[config.mk]
export PLATFORM = sky130hd
export DESIGN_NAME = dspwm_serializer
export DESIGN_NICKNAME = d
export VERILOG_FILES = /design/src/rtl/dspwm_pkg.sv /design/src/rtl/dspwm_level_map.sv /design/src/rtl/dspwm_frame_ctrl.sv /design/src/rtl/dspwm_bit_gen.sv /design/src/rtl/dspwm_serializer.sv
export SDC_FILE = /design/constraint.sdc
export NUM_CORES = 1
export LEC_CHECK = 0
export ABC_AREA = 0
export BUFFER_PORTS_ARGS = -buffer_cell sky130_fd_sc_hd__buf_2
export CAP_MARGIN = 20
export CORE_ASPECT_RATIO = 1.4
export CORE_MARGIN = 2
export CORE_UTILIZATION = 30
export CTS_CLUSTER_SIZE = 25
export DETAILED_ROUTE_END_ITERATION = 8
export PLACE_DENSITY = 0.56
export SYNTH_ARGS = -nofsm -noshare
export SYNTH_HDL_FRONTEND = slang
export SYNTH_SLANG_ARGS = --single-unit
[constraint.sdc]
create_clock -name clk -period 5.1 [get_ports clk]
set_clock_uncertainty 0.15 [all_clocks]
set_input_delay 1.02 -clock clk [delete_from_list [all_inputs] [get_ports clk]]
set_output_delay 1.02 -clock clk [all_outputs]
set_load 0.02 [all_outputs]
[src/rtl/dspwm_pkg.sv]
package dspwm_pkg;

    typedef enum logic {
        ORDER_ONES_FIRST  = 1'b0,
        ORDER_ZEROS_FIRST = 1'b1
    } order_e;

    typedef enum logic {
        CARRIER_SINGLE = 1'b0,
        CARRIER_DOUBLE = 1'b1
    } carrier_e;

    typedef enum logic {
        LEVELS_UNIFORM = 1'b0,
        LEVELS_SPARSE  = 1'b1
    } levelset_e;

    typedef struct packed {
        carrier_e  carrier;
        levelset_e levels;
        order_e    order;
    } frame_mode_t;

    // Order used by a frame that is starting, given the carrier in force for it.
    function automatic order_e next_order(carrier_e carrier, order_e prev);
        if (carrier == CARRIER_DOUBLE) begin
            return (prev == ORDER_ONES_FIRST) ? ORDER_ZEROS_FIRST : ORDER_ONES_FIRST;
        end
        return ORDER_ONES_FIRST;
    endfunction

endpackage

[src/rtl/dspwm_level_map.sv]
module dspwm_level_map
    import dspwm_pkg::*;
#(
    parameter  int SLOTS    = 20,
    parameter  int PAD_BITS = 3,
    localparam int LW       = $clog2(SLOTS + 1)
) (
    input  logic [SLOTS-1:0] therm,
    input  levelset_e        levels,
    output logic [LW-1:0]    level
);
    localparam int INNER = SLOTS - 2 * (PAD_BITS - 1);

    logic [LW-1:0] full_cnt;
    logic [LW-1:0] inner_cnt;

    always_comb begin
        full_cnt  = '0;
        inner_cnt = '0;
        for (int i = 0; i < SLOTS; i++) begin
            full_cnt = full_cnt + LW'(therm[i]);
            if (i < INNER) begin
                inner_cnt = inner_cnt + LW'(therm[i]);
            end
        end
    end

    always_comb begin
        if (levels == LEVELS_UNIFORM) begin
            level = full_cnt;
        end else if (inner_cnt == '0) begin
            level = '0;
        end else if (inner_cnt == LW'(INNER)) begin
            level = LW'(SLOTS);
        end else begin
            level = inner_cnt + LW'(PAD_BITS - 1);
        end
    end

endmodule

[src/rtl/dspwm_frame_ctrl.sv]
module dspwm_frame_ctrl
    import dspwm_pkg::*;
#(
    parameter  int SLOTS    = 20,
    parameter  int PAD_BITS = 3,
    localparam int LW       = $clog2(SLOTS + 1),
    localparam int CNTW     = $clog2(SLOTS)
) (
    input  logic          clk,
    input  logic          rst,
    input  logic          strobe,
    input  logic [LW-1:0] level_in,
    input  carrier_e      carrier_in,
    input  levelset_e     levels_in,
    output logic [CNTW-1:0] cnt,
    output logic [LW-1:0] level_q,
    output frame_mode_t   mode_q
);
    localparam logic [CNTW-1:0] LAST = CNTW'(SLOTS - 1);

    logic     frame_start;
    carrier_e carrier_next;

    assign frame_start  = strobe || (cnt == LAST);
    assign carrier_next = strobe ? carrier_in : mode_q.carrier;

    always_ff @(posedge clk) begin
        if (rst) begin
            cnt     <= '0;
            level_q <= '0;
            mode_q  <= '{carrier: CARRIER_SINGLE, levels: LEVELS_UNIFORM, order: ORDER_ONES_FIRST};
        end else if (frame_start) begin
            cnt          <= '0;
            mode_q.order <= next_order(carrier_next, mode_q.order);
            if (strobe) begin
                level_q        <= level_in;
                mode_q.carrier <= carrier_in;
                mode_q.levels  <= levels_in;
            end
        end else begin
            cnt <= cnt + 1'b1;
        end
    end

    AST_CNT_BOUND: assert property (@(posedge clk) disable iff (rst)
        cnt <= LAST);
    AST_STROBE_RESTART: assert property (@(posedge clk) disable iff (rst)
        strobe |=> (cnt == '0));
    AST_WRAP_HOLD: assert property (@(posedge clk) disable iff (rst)
        (!strobe && cnt == LAST) |=> (cnt == '0) && $stable(level_q)
                                     && $stable(mode_q.carrier) && $stable(mode_q.levels));
    AST_MIDFRAME_HOLD: assert property (@(posedge clk) disable iff (rst)
        (!strobe && cnt != LAST) |=> $stable(level_q) && $stable(mode_q));
    AST_SS_ONES_FIRST: assert property (@(posedge clk) disable iff (rst)
        (mode_q.carrier == CARRIER_SINGLE) |-> (mode_q.order == ORDER_ONES_FIRST));
    AST_DS_ALTERNATE: assert property (@(posedge clk) disable iff (rst)
        (!strobe && cnt == LAST && mode_q.carrier == CARRIER_DOUBLE)
            |=> (mode_q.order != $past(mode_q.order)));
    AST_SPARSE_LEVELS: assert property (@(posedge clk) disable iff (rst)
        (mode_q.levels == LEVELS_SPARSE) |-> (level_q == '0 || level_q == LW'(SLOTS)
            || (level_q >= LW'(PAD_BITS) && level_q <= LW'(SLOTS - PAD_BITS))));

endmodule

[src/rtl/dspwm_bit_gen.sv]
module dspwm_bit_gen
    import dspwm_pkg::*;
#(
    parameter  int SLOTS = 20,
    localparam int LW    = $clog2(SLOTS + 1),
    localparam int CNTW  = $clog2(SLOTS)
) (
    input  logic            clk,
    input  logic            rst,
    input  logic [CNTW-1:0] cnt,
    input  logic [LW-1:0]   level,
    input  order_e          order,
    output logic            drive_hi,
    output logic            drive_lo
);
    logic bit_now;

    always_comb begin
        if (order == ORDER_ONES_FIRST) begin
            bit_now = (LW'(cnt) < level);
        end else begin
            bit_now = (LW'(cnt) >= (LW'(SLOTS) - level));
        end
    end

    always_ff @(posedge clk) begin
        if (rst) begin
            drive_hi <= 1'b0;
            drive_lo <= 1'b1;
        end else begin
            drive_hi <= bit_now;
            drive_lo <= ~bit_now;
        end
    end

    // Frame weight tracking, used only by the check below.
    logic [LW:0] weight_q;
    logic [LW:0] weight_base;

    assign weight_base = (cnt == '0) ? '0 : weight_q;

    always_ff @(posedge clk) begin
        if (rst) begin
            weight_q <= '0;
        end else begin
            weight_q <= weight_base + (LW+1)'(bit_now);
        end
    end

    AST_FRAME_WEIGHT: assert property (@(posedge clk) disable iff (rst)
        (cnt == CNTW'(SLOTS - 1)) |-> (weight_base + (LW+1)'(bit_now) == (LW+1)'(level)));
    AST_ANTI_PHASE: assert property (@(posedge clk) disable iff (rst)
        drive_hi != drive_lo);

endmodule

[src/rtl/dspwm_serializer.sv]
module dspwm_serializer
    import dspwm_pkg::*;
#(
    parameter int SLOTS    = 20,
    parameter int PAD_BITS = 3
) (
    input  logic             clk,
    input  logic             rst,
    input  logic             sample_strobe,
    input  logic [SLOTS-1:0] therm_code,
    input  logic             double_sided,
    input  logic             nonuniform,
    output logic             drive_p,
    output logic             drive_n
);
    localparam int LW   = $clog2(SLOTS + 1);
    localparam int CNTW = $clog2(SLOTS);

    levelset_e       levels_in;
    carrier_e        carrier_in;
    logic [LW-1:0]   level_in;
    logic [CNTW-1:0] cnt;
    logic [LW-1:0]   level_q;
    frame_mode_t     mode_q;

    assign levels_in  = nonuniform   ? LEVELS_SPARSE  : LEVELS_UNIFORM;
    assign carrier_in = double_sided ? CARRIER_DOUBLE : CARRIER_SINGLE;

    dspwm_level_map #(.SLOTS(SLOTS), .PAD_BITS(PAD_BITS)) i_level_map (
        .therm  (therm_code),
        .levels (levels_in),
        .level  (level_in)
    );

    dspwm_frame_ctrl #(.SLOTS(SLOTS), .PAD_BITS(PAD_BITS)) i_frame_ctrl (
        .clk        (clk),
        .rst        (rst),
        .strobe     (sample_strobe),
        .level_in   (level_in),
        .carrier_in (carrier_in),
        .levels_in  (levels_in),
        .cnt        (cnt),
        .level_q    (level_q),
        .mode_q     (mode_q)
    );

    dspwm_bit_gen #(.SLOTS(SLOTS)) i_bit_gen (
        .clk      (clk),
        .rst      (rst),
        .cnt      (cnt),
        .level    (level_q),
        .order    (mode_q.order),
        .drive_hi (drive_p),
        .drive_lo (drive_n)
    );

endmodule

; After elaboration in Yosys (flattened, before gate mapping)
; Cells that the tools add are included.
[word_totals]
out_inout_bits = 2
reg_bits = 14
elab_cells = 50
inputBits = 25
[op_classes]
n_eq_ne = 2
order_cmp = 2
addsub = 22
bitwise = 1
muxes = 13
n_reduce_logical = 4
[op_table]
columns = op, count
row1 = adder 5 x 1 -> 5 bit, 18
row2 = 2-to-1 mux 5 bit, 3
row3 = "equality test 5 bit, second input constant", 2
row4 = 2-to-1 mux 1 bit, 10
row5 = "adder 5 x 1 -> 5 bit, second input constant", 1
row6 = "adder 5 x 2 -> 5 bit, second input constant", 1
row7 = >= comparator 5 bit, 1
row8 = zero test 5 bit, 1
row9 = less-than comparator 5 bit, 1
row10 = "subtractor 5 bit, first input constant", 1
row11 = adder 1 x 1 -> 2 bit, 1
row12 = AND reduction 2 bit, 1
row13 = OR reduction 2 bit, 1
row14 = logical OR 1 bit, 1
row15 = inverter 1 bit, 1

; Longest topological paths before layout
; Gate-level depths: netlist of run 1.
[depth]
depth_word = 20
depth_mapped = 15
depth_no_buf = 15

; Cells and area by module
; A second synthesis of run 1 with hierarchy kept.
[unflattened]
cells_unflattened = 177
area_unflattened_um2 = 1519.0
[by_module_without_submodules]
columns = mod, area_per_inst_um2, cells_per_inst, instances
row1 = dspwm_level_map, 685.7, 88, 1
row2 = dspwm_frame_ctrl, 506.7, 47, 1
row3 = dspwm_bit_gen, 326.6, 42, 1

; Worst setup path after synthesis of run 1
; No wires, ideal clock.
[synth_path]
path_kind = in2reg
start = in therm_code[0]
end = reg i_frame_ctrl.level_q[3]
path_slack_ns = -0.287
path_buffers = 0
t_arrival_ns = 5.157
setup_time_ns = 0.079
cell_stages = 14
cell_sequence = ha_1 > inv_1 > fa_1 > fa_1 > fa_1 > fa_1 > fa_1 > fa_1 > inv_1 > ha_1 > a211oi_1 > nor2_1 > xnor2_1 > a211oi_2
[synth_via]
elab_chain_cells = 20
[synth_lines]
columns = item, line
row1 = start: declaration, dspwm_serializer.sv:10  ; input logic [SLOTS-1:0] therm_code,
row2 = adder 1 x 1 -> 2 bit (*), "dspwm_level_map.sv:21, dspwm_level_map.sv:23"
row3 = adder 5 x 1 -> 5 bit (*) (14 in a row), "dspwm_level_map.sv:21, dspwm_level_map.sv:23"
row4 = adder 5 x 1 -> 5 bit (4 in a row), dspwm_level_map.sv:21  ; full_cnt = full_cnt + LW'(therm[i]);
row5 = 2-to-1 mux 5 bit (*), dspwm_level_map.sv:29  ; if (levels == LEVELS_UNIFORM) begin
row6 = end signal: assignment, dspwm_frame_ctrl.sv:36  ; level_q <= level_in;
row7 = end: declaration, dspwm_frame_ctrl.sv:16  ; output logic [LW-1:0] level_q,
; Every way passes the cells marked *; elsewhere a longest branch is shown, timed or not.
; A chain may end at the register's enable or synchronous reset.

; Final worst setup path of run 1
[layout_path]
start = in therm_code[1]
end = reg i_frame_ctrl.level_q[2]
; Same word-level chain as after synthesis.

==> impl_metrics.yaml, run 1 <==
timing:
  hold_violations: 0
  max_freq_mhz: 196.2
  finalCritPeriodShare_pct: 99.96
  worst_slew_pin_slew_ns: 0.2971
  maxSlewViolCount: 0
  rsz0062_at_grt: "yes"
  max_slew_margin_pct: 80.06
  setup_violations: 0
  min_period_ns: 5.098
  holdWs_ns: 0.3322
clock_network:
  root_buffer: "clkbuf_8"
  clkLatencyLatePin_ns: 0.25
  cts_tree: "yes"
  h-tree-depth: 1
  clock_path_buffers: 2
  cts.sinks: 14
  cts_setup_buffers: 0
  cts_buffers: 3
  clk_pin_slew_worst_paths_ns: 0.06
cells_and_area:
  antenna_cells: 0
  drive_gt1_share_pct: 26.23
  layout.nets: 240
  area.growth.synth_to_final_pct: 24.10
  layout_common_cells: "inv_1, buf_2, nor2_1, ha_1, dfxtp_1"
  final_core_util_pct: 39.20
  nFillCells: 459
  final_common_cell: "inv_1"
logic_synthesis:
  synth-main-ff-cell: "dfxtp_1"
  synthesis.nets: 207
  netlist_area_um2: 1350
  ys_ff_latch: 14
  synth-edff-count: 0
  ys_async_sr_fraction_pct: 0
  syn_inst: 152
  yosysUniqueCellTypes: 31
  synth.avg_cell_area_um2: 8.882
  synth-seq-area-share_pct: 20.76
  yosysWarnings: 0
global_route:
  antenna_found_initial: 0
  grt_max_degree: 13
  grt_pass1_wl_um: 4353
  grt_pass1_vias: 1109
  gr-usage-all-layers_pct: 11.39
  grt_remaining_overflow: 0
route:
  wl_met1_um: 838
  vias: 1062
  wl_met3_um: 58
  drc_errors: 0
  drtAntennaViolNets: 0
  drt_pass1_iterations: 4
  wl_per_cell_um: 10.24
  vias_per_cell: 4.370
  wl_um: 2488
  met2_length_um: 1492
  drt_iter0_drc: 25
  top_layer: "met4"
pwr:
  ir_drop_uv: 163.8
  power_leakage_nw: 0.7972
  power_density_nw_per_um2: 497.5
  finalPower_mw: 0.8335
setup_path:
  end_kind: "flop"
  start_kind: "input pin"
  cp_num_buf_inv: 2
  criticalPathCategory: "input pin to flop"
  cp.arrival_ns: 5.13
  path_common_cell: "fa_1"
  cpMaxStageDelayCell: "fa_1"
  cpPeakStageDelay_ns: 0.52
  cp.required_ns: 5.13
  cpLargestDelayFamily: "adder cells"
  cp_max_fo: 4
  cp_cell_sequence: "buf_6 -> ha_4 -> inv_2 -> fa_1 -> fa_1 -> fa_1 -> fa_1 -> fa_2 -> fa_2 -> fa_2 -> xnor2_1 -> o21ai_1 -> mux2i_1 -> a211oi_2"
die:
  initial_core_util_pct: 31.59
  floorplan.core_area_um2: 4274
  rows: 28
  die_area_um2: 5060
  die_x_um: 60.70
  die_y_um: 83.38
  pin_count: 27
status:
  outcome: "completed"
min_path:
  hp-class: "flop to flop"
place:
  port_buffers: 26
  hpwl_um: 2160
  gp_congestion: 0.7742
flow_run:
  cap_violations: 0
==> path summary, 6_finish.rpt <==
kind | startpoint | endpoint | slack (ns) | depth (start not counted)
worst min register to register | i_frame_ctrl.cnt[0] | i_frame_ctrl.cnt[0] | 0.33 | 1
worst min-delay path | i_frame_ctrl.cnt[0] | i_frame_ctrl.cnt[0] | 0.33 | 1
worst max register to register | i_frame_ctrl.level_q[0] | i_bit_gen.drive_lo | 3.07 | 8
worst max-delay path | therm_code[1] | i_frame_ctrl.level_q[2] | 0.002 | 14
==> report_power, final <==
| group | leakage [nW] | internal [mW] | switching (mW) | total [mW] |
|---|---|---|---|---|
| logic | 0.660 | 0.295 | 0.303 | 0.598 |
| clock network | 0.0216 | 0.0524 | 0.0405 | 0.0929 |
| registers | 0.115 | 0.131 | 0.0115 | 0.143 |
==> layout make-up <==
class                   instances  area, um2  share of cell area, %
clock buffers                   3      41.29                  2.465
multi-input cells             100      970.9                  57.95
well taps                      60      75.07                  4.481
flip-flops and latches         14      280.3                  16.73
inverters                      36      135.1                  8.066
repair buffers                 30      172.7                  10.31
==> Yosys cell counts (3+ instances only) <==
library cell   n  area [um2]
dfxtp_1       14       280.3
a211oi_2       3       37.54
nor2_1        15       56.30
xor2_1         3       26.28
inv_1         36       135.1
nor3_1         3       15.01
nand2b_1       3       18.77
xnor2_1        6       52.55
nand2_1        7       26.28
fa_1          13       260.3
ha_1          17       212.7
o21ai_0        5       25.02
==> metrics by stage <==
stage	setup slack (ns)	area [um2]	TNS [ns]	cells
global route	-0.1858	1675	-0.6383	243
CTS	-0.07145	1675	-0.1256	243
global placement	-0.3580	1604	-1.272	240
floorplan	-0.1720	1376	-0.4543	152
finish	0.001930	1675	0	243
detailed placement	-0.4316	1604	-1.516	240
==> metal layers <==
| layer | up-vias | GRT usage, % |
|---|---|---|
| met3 | 7 | 0.4673 |
| met2 | 18 | 22.19 |
| met1 | 488 | 10.41 |
| met4 | 0 | 7.312 |
| met5 | - | 0 |
| li1 | 549 | - |
==> kinds of logic (layout without fill, tap and decap cells) <==
| group | Yosys count | count (layout) | synth area share [%] |
|---|---|---|---|
| buffers and inverters | 38 | 69 | 10.56 |
| AND/OR/NAND/NOR | 34 | 34 | 11.31 |
| adder cells (fa/ha/maj) | 30 | 30 | 35.03 |
| AO/OA/AOI/OAI | 24 | 24 | 13.81 |
| flip-flops | 14 | 14 | 20.76 |
| XOR/XNOR | 10 | 10 | 7.044 |
| multiplexers | 2 | 2 | 1.483 |
==> worst reg2reg max path, stage by stage (launching register included) <==
cell and delay (ns):
dfxtp_1 0.35, inv_1 0.06, ha_1 0.22, o21a_1 0.19, xnor2_1 0.12, ha_1 0.27, o21a_1 0.13, a211oi_2 0.07
or3_1 0.33
==> registers in the layout, summed over array words and instances, names as in the netlist <==
signal,cells
i_bit_gen.drive_hi,1
i_frame_ctrl.cnt,5
i_bit_gen.drive_lo,1
i_frame_ctrl.level_q,5
i_frame_ctrl.mode_q,2
==> timing repair <==
action	CTS	global route
resized for setup	7	0
endpoints found under the setup margin	4	4
pin swaps	12	6
hold buffers	0	0
No activity file was read; power rests on OpenSTA's default activity.
==> run 2: changes to the inputs <==
--- a/config.mk
+++ b/config.mk
@@ -8,7 +8,7 @@
 export ABC_AREA = 0
 export BUFFER_PORTS_ARGS = -buffer_cell sky130_fd_sc_hd__buf_2
 export CAP_MARGIN = 20
-export CORE_ASPECT_RATIO = 1.4
+export CORE_ASPECT_RATIO = 0.8
 export CORE_MARGIN = 2
 export CORE_UTILIZATION = 30
 export CTS_CLUSTER_SIZE = 25
@@ -16,4 +16,5 @@
 export PLACE_DENSITY = 0.56
 export SYNTH_ARGS = -nofsm -noshare
 export SYNTH_HDL_FRONTEND = slang
+export SYNTH_HIERARCHICAL = 1
 export SYNTH_SLANG_ARGS = --single-unit
==> impl_metrics.yaml, run 2 <==
setup_path:
  r2r_end: "i_bit_gen/drive_lo"
  cp.arrival_ns: 4.95
  criticalPathCategory: "input pin to flop"
  start_kind: "input pin"
  ff2ff_path_depth: 9
  cp_max_fo: 3
  reg2reg_setup_slack_ns: 3.09
  cp.required_ns: 5.14
  end_kind: "flop"
  timing.rr.start: "i_frame_ctrl/level_q[0]"
min_path:
  hp-start: "i_frame_ctrl/cnt[0]"
  hold_end: "i_frame_ctrl/cnt[0]"
  hold_depth: 1
  hp-class: "flop to flop"
pwr:
  power_density_nw_per_um2: 552.8
  power_leakage_nw: 0.9091
  ir_drop_uv: 220.5
  seqPwrFrac_pct: 14.6
  switching_share_pct: 42.54
  power.share.clock_pct: 10.9
  p_comb_share_pct: 74.5
  power_switching_mw: 0.4211
  internal_power_mw: 0.5687
timing:
  max_freq_mhz: 203.5
  maxSlewViolCount: 0
  setup_violations: 0
  finalCritPeriodShare_pct: 96.38
  hold_violations: 0
  worst_slew_pin_slew_ns: 0.3541
  rsz0062_at_grt: "no"
  min_period_ns: 4.915
  max_slew_margin_pct: 76.40
route:
  wl_um: 2747
  drc_errors: 0
  vias_per_cell: 4.399
  vias: 1179
  drtAntennaViolNets: 0
  wl_per_cell_um: 10.25
  drt_pass1_iterations: 4
  drt_iter0_drc: 33
cells_and_area:
  final_core_util_pct: 38.26
  layout.nets: 265
  drive_gt1_share_pct: 24.52
  layout_common_cells: "inv_1, buf_2, ha_1, dfxtp_1, nor2_1"
  antenna_cells: 0
  final_design_area_no_fill_um2: 1790
  reg_top3: "i_frame_ctrl/cnt (5), i_frame_ctrl/level_q (5), i_frame_ctrl/mode_q (2)"
  area.growth.synth_to_final_pct: 20.56
  final_common_cell: "inv_1"
global_route:
  grt_max_degree: 13
  grt_pass1_wl_um: 4747
  gr-usage-all-layers_pct: 11.23
  grt_pass1_vias: 1060
  antenna_found_initial: 0
  grt_remaining_overflow: 0
clock_network:
  clk_pin_slew_worst_paths_ns: 0.06
  root_buffer: "clkbuf_8"
  clkLatencyLatePin_ns: 0.24
  cts_tree: "yes"
  cts_buffers: 3
  cts_hold_buf: 0
  h-tree-depth: 1
  cts.sinks: 14
  clock_path_buffers: 2
logic_synthesis:
  yosysWarnings: 6
  netlist_area_um2: 1485
  synth.avg_cell_area_um2: 8.535
  synthesis.nets: 230
  syn_inst: 174
die:
  floorplan.core_area_um2: 4679
  initial_core_util_pct: 31.74
  die_area_um2: 5533
  die_x_um: 82.67
  pin_count: 27
  rows: 22
  die_y_um: 66.93
flow_run:
  cap_violations: 0
place:
  place_area_um2: 1713
  gp_congestion: 0.8034
  hpwl_um: 2301
  port_buffers: 26
status:
  outcome: "completed"
-- run 2: cell types whose count changed in the layout (fill, tap and decap cells not counted), sizes merged, moves of 3 or more --
cell / change
a21oi: +4
buf: +5
mux2i: +4
inv: +6
a211oi: -3
-- run 2: critical path, stage by stage --
cell	delay [ns]
buf_2	0.08
inv_1	0.05
fa_1	0.58
fa_1	0.45
fa_1	0.49
fa_1	0.49
inv_1	0.04
ha_2	0.18
fa_1	0.51
ha_1	0.30
nor2b_1	0.13
o21ai_1	0.08
a211o_2	0.30
nand4_1	0.10
mux2i_1	0.07
nor2_1	0.08
-- run 2: layer usage --
metal  GRT usage (%)  up-vias  share of wire (%)
met2           15.73       20                 42
met4           1.844        0                  0
met5               0        -                  0
met1           17.47      533                 53
met3           2.575        0                4.4
li1                -      626                  -
-- run 2: how the worst max path moves through the flow --
stage,depth (start not counted),slack (ns),endpoint,from
5_1_grt,16,0.01,i_frame_ctrl/level_q[2],therm_code[15]
3_3_place_gp,16,-0.18,i_frame_ctrl/level_q[4],therm_code[0]
6_report,16,0.18,i_frame_ctrl/level_q[3],therm_code[15]
4_1_cts,16,0.06,i_frame_ctrl/level_q[4],therm_code[0]
2_1_floorplan,15,0.04,i_frame_ctrl/level_q[4],therm_code[0]
3_5_place_dp,16,-0.19,i_frame_ctrl/level_q[4],therm_code[0]
-- run 2: cell type report --
class                           count  area [um2]
Sequential cell                    14       280.3
Timing Repair Buffer               35       197.7
Clock buffer                        4       55.05
Inverter                           42       157.7
Tap cell                           60       75.07
Fill cell                         505        2889
Multi-Input combinational cell    113        1025
-- run 2: power groups by stage --
stage | logic (mW) | registers [mW] | clock network (mW)
after global placement | 0.693 | 0.147 | 0
after floorplan | 0.476 | 0.154 | 0
after global routing | 0.846 | 0.147 | 0.116
final | 0.737 | 0.145 | 0.108
after detailed placement | 0.699 | 0.147 | 0
after CTS | 0.706 | 0.145 | 0.113
-- run 2: what timing repair did --
| action | CTS | global route |
|---|---|---|
| setup buffers | 0 | 1 |
| setup endpoints to repair | 0 | 3 |
| gates resized for setup | 0 | 7 |
-- run 2: stage by stage --
step	hold WS (ns)	instances	setup TNS (ns)	worst slack [ns]	total power, mW
finish	0.3132	268	0	0.1848	0.9898
global route	0.3382	268	0	0.009879	1.109
CTS	0.3178	267	0	0.06066	0.9639
detailed placement	0.3036	263	-0.4263	-0.1901	0.8463
global placement	0.2958	263	-0.4452	-0.1849	0.8401
floorplan	0.2799	174	0	0.03804	0.6300
